`src/rtl/xlat_pkg.sv`:
```
package xlat_pkg;

   // privilege modes covered by each permission mask
   localparam int MODE_CNT = 4;

   typedef struct packed {
      logic [MODE_CNT-1:0] rd_ok;
      logic [MODE_CNT-1:0] wr_ok;
      logic                trap_rd;
      logic                trap_wr;
   } xlat_perm_t;

endpackage

```
`src/rtl/xlat_slot.sv`:
```
module xlat_slot
   import xlat_pkg::*;
#(
   parameter int VPN_W = 20,
   parameter int PPN_W = 20,
   parameter int ASN_W = 8
) (
   input  logic             clk,
   input  logic             rst_n,
   input  logic             load,
   input  logic [VPN_W-1:0] ld_vpn,
   input  logic [ASN_W-1:0] ld_asn,
   input  logic             ld_glb,
   input  logic [PPN_W-1:0] ld_ppn,
   input  xlat_perm_t       ld_perm,
   input  logic             kill_all,
   input  logic             kill_proc,
   input  logic             kill_addr,
   input  logic [VPN_W-1:0] kl_vpn,
   input  logic [ASN_W-1:0] kl_asn,
   input  logic [VPN_W-1:0] q_vpn,
   input  logic [ASN_W-1:0] q_asn,
   output logic             q_match,
   output logic [PPN_W-1:0] q_ppn,
   output xlat_perm_t       q_perm
);

   logic             vld;
   logic [VPN_W-1:0] tag;
   logic [ASN_W-1:0] asn;
   logic             glb;
   logic [PPN_W-1:0] ppn;
   xlat_perm_t       perm;

   logic addr_sel, proc_sel, drop;

   // single-page purge selects with the same rule as a lookup
   assign addr_sel = vld && (tag == kl_vpn) && (glb || (asn == kl_asn));
   assign proc_sel = vld && !glb;
   assign drop     = kill_all || (kill_proc && proc_sel) || (kill_addr && addr_sel);

   always_ff @(posedge clk) begin
      if (!rst_n)     vld <= 1'b0;
      else if (drop)  vld <= 1'b0;
      else if (load)  vld <= 1'b1;
   end

   always_ff @(posedge clk) begin
      if (load) begin
         tag  <= ld_vpn;
         asn  <= ld_asn;
         glb  <= ld_glb;
         ppn  <= ld_ppn;
         perm <= ld_perm;
      end
   end

   assign q_match = vld && (tag == q_vpn) && (glb || (asn == q_asn));
   assign q_ppn   = ppn;
   assign q_perm  = perm;


   wipe_clears_chk: assert property (@(posedge clk) disable iff (!rst_n)
      kill_all |=> !vld);


   global_kept_chk: assert property (@(posedge clk) disable iff (!rst_n)
      (vld && glb && kill_proc && !kill_all && !kill_addr) |=> vld);


   load_sets_chk: assert property (@(posedge clk) disable iff (!rst_n)
      (load && !kill_all && !kill_proc && !kill_addr) |=> (vld && tag == $past(ld_vpn)));

endmodule

```
`src/rtl/xlat_victim.sv`:
```
module xlat_victim #(
   parameter int DEPTH = 16,
   localparam int IDX_W = $clog2(DEPTH)
) (
   input  logic             clk,
   input  logic             rst_n,
   input  logic             clear,
   input  logic             step,
   output logic [IDX_W-1:0] ptr
);

   localparam logic [IDX_W-1:0] LAST = IDX_W'(DEPTH - 1);

   logic [IDX_W-1:0] nxt;

   generate
      if (DEPTH == (1 << IDX_W)) begin : g_pow2
         // natural roll-over of the counter gives the wrap
         assign nxt = ptr + IDX_W'(1);
      end else begin : g_cmp
         assign nxt = (ptr == LAST) ? '0 : ptr + IDX_W'(1);
      end
   endgenerate

   always_ff @(posedge clk) begin
      if (!rst_n || clear) ptr <= '0;
      else if (step)       ptr <= nxt;
   end


   ptr_wrap_chk: assert property (@(posedge clk) disable iff (!rst_n)
      (step && !clear && ptr == LAST) |=> (ptr == '0));


   ptr_clear_chk: assert property (@(posedge clk) disable iff (!rst_n)
      clear |=> (ptr == '0));


   ptr_hold_chk: assert property (@(posedge clk) disable iff (!rst_n)
      (!step && !clear) |=> $stable(ptr));


   ptr_range_chk: assert property (@(posedge clk) disable iff (!rst_n)
      ptr <= LAST);

endmodule

```
`src/rtl/xlat_pick.sv`:
```
module xlat_pick #(
   parameter int DEPTH = 16,
   localparam int IDX_W = $clog2(DEPTH)
) (
   input  logic [DEPTH-1:0] req,
   output logic             any,
   output logic [IDX_W-1:0] idx
);

   // scan from the top so the lowest set bit is written last
   always_comb begin
      idx = '0;
      for (int i = DEPTH - 1; i >= 0; i--) begin
         if (req[i]) idx = IDX_W'(i);
      end
   end

   assign any = |req;

endmodule

```
`src/rtl/xlat_cam.sv`:
```
module xlat_cam
   import xlat_pkg::*;
#(
   parameter int DEPTH = 16,
   parameter int VPN_W = 20,
   parameter int PPN_W = 20,
   parameter int ASN_W = 8,
   localparam int IDX_W = $clog2(DEPTH)
) (
   input  logic                clk,
   input  logic                rst_n,
   input  logic [VPN_W-1:0]    lk_vpn,
   input  logic [ASN_W-1:0]    lk_asn,
   output logic                lk_hit,
   output logic [IDX_W-1:0]    lk_idx,
   output logic [PPN_W-1:0]    lk_ppn,
   output logic [MODE_CNT-1:0] lk_rd_ok,
   output logic [MODE_CNT-1:0] lk_wr_ok,
   output logic                lk_trap_rd,
   output logic                lk_trap_wr,
   input  logic                ins_en,
   input  logic [VPN_W-1:0]    ins_vpn,
   input  logic [ASN_W-1:0]    ins_asn,
   input  logic                ins_glb,
   input  logic [PPN_W-1:0]    ins_ppn,
   input  logic [MODE_CNT-1:0] ins_rd_ok,
   input  logic [MODE_CNT-1:0] ins_wr_ok,
   input  logic                ins_trap_rd,
   input  logic                ins_trap_wr,
   input  logic                fl_all,
   input  logic                fl_proc,
   input  logic                fl_addr,
   input  logic [VPN_W-1:0]    fl_vpn,
   input  logic [ASN_W-1:0]    fl_asn
);

   generate
      if (DEPTH < 2)  begin : g_bad_depth $error("xlat_cam: DEPTH must be at least 2"); end
      if (VPN_W < 1)  begin : g_bad_vpn   $error("xlat_cam: VPN_W must be positive"); end
      if (PPN_W < 1)  begin : g_bad_ppn   $error("xlat_cam: PPN_W must be positive"); end
      if (ASN_W != 8) begin : g_bad_asn   $error("xlat_cam: address-space number is 8 bits"); end
   endgenerate

   logic             any_flush, ins_ok;
   logic [IDX_W-1:0] victim;
   logic [DEPTH-1:0] match_vec;
   logic [PPN_W-1:0] ppn_arr  [DEPTH];
   xlat_perm_t       perm_arr [DEPTH];
   xlat_perm_t       ins_perm;
   xlat_perm_t       sel_perm;

   // flushes win over an insert in the same cycle
   assign any_flush = fl_all || fl_proc || fl_addr;
   assign ins_ok    = ins_en && !any_flush;

   assign ins_perm.rd_ok   = ins_rd_ok;
   assign ins_perm.wr_ok   = ins_wr_ok;
   assign ins_perm.trap_rd = ins_trap_rd;
   assign ins_perm.trap_wr = ins_trap_wr;

   xlat_victim #(.DEPTH(DEPTH)) u_victim (
      .clk   (clk),
      .rst_n (rst_n),
      .clear (fl_all),
      .step  (ins_ok),
      .ptr   (victim)
   );

   generate
      for (genvar s = 0; s < DEPTH; s++) begin : g_slot
         xlat_slot #(.VPN_W(VPN_W), .PPN_W(PPN_W), .ASN_W(ASN_W)) u_slot (
            .clk       (clk),
            .rst_n     (rst_n),
            .load      (ins_ok && (victim == IDX_W'(s))),
            .ld_vpn    (ins_vpn),
            .ld_asn    (ins_asn),
            .ld_glb    (ins_glb),
            .ld_ppn    (ins_ppn),
            .ld_perm   (ins_perm),
            .kill_all  (fl_all),
            .kill_proc (fl_proc),
            .kill_addr (fl_addr),
            .kl_vpn    (fl_vpn),
            .kl_asn    (fl_asn),
            .q_vpn     (lk_vpn),
            .q_asn     (lk_asn),
            .q_match   (match_vec[s]),
            .q_ppn     (ppn_arr[s]),
            .q_perm    (perm_arr[s])
         );
      end
   endgenerate

   xlat_pick #(.DEPTH(DEPTH)) u_pick (
      .req (match_vec),
      .any (lk_hit),
      .idx (lk_idx)
   );

   assign lk_ppn     = lk_hit ? ppn_arr[lk_idx] : '0;
   assign sel_perm   = lk_hit ? perm_arr[lk_idx] : '0;
   assign lk_rd_ok   = sel_perm.rd_ok;
   assign lk_wr_ok   = sel_perm.wr_ok;
   assign lk_trap_rd = sel_perm.trap_rd;
   assign lk_trap_wr = sel_perm.trap_wr;

   logic [DEPTH-1:0] below_mask;
   assign below_mask = (DEPTH'(1) << lk_idx) - DEPTH'(1);


   lowest_win_chk: assert property (@(posedge clk) disable iff (!rst_n)
      lk_hit |-> (match_vec[lk_idx] && ((match_vec & below_mask) == '0)));


   wipe_no_hit_chk: assert property (@(posedge clk) disable iff (!rst_n)
      fl_all |=> !lk_hit);


   reset_no_hit_chk: assert property (@(posedge clk)
      $past(!rst_n) |-> !lk_hit);

endmodule

```
`config.mk`:
```
export PLATFORM = sky130hd
export DESIGN_NAME = xlat_cam
export DESIGN_NICKNAME = d
export VERILOG_FILES = /design/src/rtl/xlat_pkg.sv /design/src/rtl/xlat_slot.sv /design/src/rtl/xlat_victim.sv /design/src/rtl/xlat_pick.sv /design/src/rtl/xlat_cam.sv
export SDC_FILE = /design/constraint.sdc
export NUM_CORES = 2
export LEC_CHECK = 0
export BUFFER_PORTS_ARGS = -buffer_cell sky130_fd_sc_hd__buf_2
export CAP_MARGIN = 15
export CORE_MARGIN = 3
export CORE_UTILIZATION = 39
export DETAILED_ROUTE_END_ITERATION = 6
export MAX_ROUTING_LAYER = met4
export SLEW_MARGIN = 30
export SYNTH_ARGS = -nofsm -noshare
export SYNTH_HDL_FRONTEND = slang
export SYNTH_SLANG_ARGS = --single-unit
```
`constraint.sdc`:
```
create_clock -name clk -period 5.8 [get_ports clk]
set_input_delay 0.29 -clock clk [delete_from_list [all_inputs] [get_ports clk]]
set_output_delay 0.29 -clock clk [all_outputs]
set_load 0.1 [all_outputs]
```
==> flow_summary.yaml <==
outcome:
  status: "finished, final reports clean"
floorplanning:
  start_util: 0.395
  die_y_um: 344
  die_w_um: 344
  ioPinCount: 156
  core_sq_um: 113000
  die_area_sq_um: 119000
  num_rows: 123
detailed_routing:
  viasPerCell: 5.56
  drtIter0Drc: 2973
  antenna_left: 0
  wl_mm: 137
  drc: 0
  dr.pass1.iters: 7
  dr_total_vias: 26730
  wire_per_inst_um: 28.5
setup_path:
  critPathTopFamily: "compound AO/OA/AOI/OAI gates"
  cp_max_fo: 24
  cp_slowest_cell: "o41a_2"
  cp_num_buf_inv: 3
  cp-start-kind: "register"
  worstPathRequired_ps: 5510
  slowest_delay_ps: 630
  critPathArrivalTime_ps: 5270
  cp-end-kind: "output pin"
  cp_common_cell: "a21oi_1"
  worstSetupPathType: "reg -> out"
  cp_cell_sequence: "xor2_1, nor4_1, nand4_1, or3_1, o21bai_1, a21oi_1, o21ai_1, a211oi_1, o41a_2, inv_4, buf_4, mux2_2, a21oi_1, o211a_1, buf_12"
final_layout:
  drive_gt1_frac: 0.141
  finalNetCount: 3346
  final_area_sq_um: 51600
  fill_cells: 9950
  area_delta_synth_final_pct: 15.4
synthesis:
  avgSynthCellArea_sq_um: 14.8
  syn_inst: 3019
  async_flop_share: 0
  synth_edf_count: 944
  synth_ff_type: "edfxtp_1"
  synthesis.area_sq_um: 44700
  synthDistinctLibCells: 50
  synth_seq_cells: 964
  synth_nets: 3144
  ys.warnings.count: 0
  ys_seq_area_frac: 0.643
sta:
  rsz0062_at_grt: "false"
  period_minus_slack_ps: 5560
  tns_ps: 0
  period_share: 0.959
  slew_headroom: 0.356
  worst_slack_ps: 240
  timing.final.max_slew_violations: 0
  fmax_ghz: 0.180
  hold_slack_ps: 79.9
  setup_violations: 0
  final-hold-violation-count: 0
  fin_skew_ps: 16.5
  worst_slew_pin_slew_ps: 966
flow_run:
  maxCapViolCount: 0
power_and_ir_drop:
  p_leak_nw: 16.9
  power_density_nw_per_um2: 291
  p_total_w: 0.0150
  ir_worst_vdd_v: 0.000285
clock_tree:
  clk_pin_slew_ps: 60
  cts-root-buf: "clkbuf_16"
  cts.htree.levels: 3
  cts.sinks: 964
  clkLatencyLatePin_ps: 690
  cts_buffers: 103
  clockBufferDepth: 3
  cts_tree: "yes"
global_routing:
  grt_max_degree: 61
  grt_pass1_vias: 26438
  grt_pass1_wl_mm: 193
  gr-total-overflow: 0
  track_usage: 0.235
  antenna_found_initial: 7
placement:
  routabilityCongestion: 0.935
  hpwl_mm: 83.0
  placed_area_sq_um: 47900
  io_buffers: 155
  post-place-ws_ps: 599
min_path:
  hold_class: "in -> reg"
worst paths after layout:
path,startpoint,end,slack [ps],cells past startpoint
hold / removal,ins_asn[2],g_slot[13].u_slot.asn[2]$_DFFE_PP_,80,1
setup / recovery,g_slot[15].u_slot.tag[6]$_DFFE_PP_,lk_rd_ok[1],240,15
hold reg to reg,u_victim.ptr[0]$_SDFFE_PP0P_,u_victim.ptr[0]$_SDFFE_PP0P_,600,2
setup reg to reg,u_victim.ptr[2]$_SDFFE_PP0P_,g_slot[4].u_slot.q_ppn[12]$_DFFE_PP_,3160,3
cells in the mapped netlist, drive strengths merged, types with 4 or more instances:
cell    instances  area share
xnor2          73       0.014
or3             4     0.00056
nand4          60      0.0084
mux2i         231       0.052
a211oi         58       0.013
nor3          101       0.011
edfxtp        944        0.63
clkbuf         63      0.0053
xor2          826        0.16
nor4          187       0.026
nand3           9      0.0010
a21oi          69      0.0077
buf           123       0.020
nand2          55      0.0046
a221o          29      0.0065
dfxtp          20      0.0090
nand2b          4     0.00056
or4             7      0.0013
ha              4      0.0011
o21ai          45      0.0050
inv             8     0.00073
o31ai          29      0.0049
nor2           27      0.0026
nand3b         16      0.0027
mux2            4      0.0010
flip-flops by register name, summed over array words and instances, names as in the netlist:
signal and flops:
g_slot.u_slot.q_perm 160, u_victim.ptr 4, g_slot.u_slot.asn 128, g_slot.u_slot.vld 16, g_slot.u_slot.glb 16, g_slot.u_slot.q_ppn 320
g_slot.u_slot.tag 320
logic make-up (layout without fill, tap and decap cells):
family                   after synthesis  after routing  share of synthesized area
multiplexers                         235            235                     0.0528
other                                  0              3                          0
adder cells (fa/ha/maj)                4              4                    0.00112
XOR/XNOR                             899            899                      0.176
buffers and inverters                194            483                     0.0259
flip-flops                           964            964                      0.643
AND/OR/NAND/NOR                      480            480                     0.0608
AO/OA/AOI/OAI                        243            243                     0.0398
worst reg2reg max path, delay by kind of cell, from the launching register on:
family	cells	cell delay [ps]
and+or+nand+nor	2	1120
DFF	1	680
buffers and inverters	1	470
cells in the final DEF, fill, tap and decap left out, types with 44 or more instances in the layout:
| cell | synthesis | layout |
|---|---|---|
| edfxtp_1 | 944 | 944 |
| xor2_1 | 826 | 826 |
| mux2i_1 | 231 | 231 |
| nor4_1 | 187 | 187 |
| buf_2 | 51 | 124 |
| clkbuf_16 | 0 | 104 |
| nor3_1 | 100 | 96 |
| buf_4 | 23 | 75 |
| xnor2_1 | 73 | 73 |
| a21oi_1 | 69 | 69 |
| nand4_1 | 60 | 60 |
| nand2_1 | 55 | 55 |
| buf_12 | 0 | 46 |
| o21ai_0 | 44 | 44 |
metal layers:
layer  up-vias  track usage  routed length (um)
met5         -            -                   0
met4         0       0.0849                5330
met3       255       0.0300               10400
met2      1183        0.377               65400
met1     13617        0.307               56000
li1      11675            -                   -
final cells by class:
cell class	count	area, sq um	share of cell area
flip-flops and latches	964	28700	0.557
multi-input cells	1861	15000	0.290
clock buffers	127	2710	0.0525
repair buffers	283	2590	0.0503
well taps	1500	1880	0.0364
clock inverters	65	634	0.0123
inverters	8	32.5	0.000631
diodes	3	7.51	0.000146
stage by stage:
step,instances,utilization
finish,4811,0.456
CTS,4806,0.456
global route,4810,0.456
floorplan,3019,-
detailed placement,4584,0.423
global placement,4578,0.422
power by group:
group	leakage (nW)	switching (W)	internal, W
clock	1.63	0.00278	0.00377
combinational	6.64	0.000568	0.000208
sequential	8.65	0.00000422	0.00765
timing repair:
item / CTS / global route
buffers inserted: 0 / 2
endpoints found under the hold margin: 480 / 0
endpoints found under the setup margin: 0 / 8
gates resized for setup: 0 / 1
hold buffers: 30 / 0
Power figures use the tool's default switching activity.
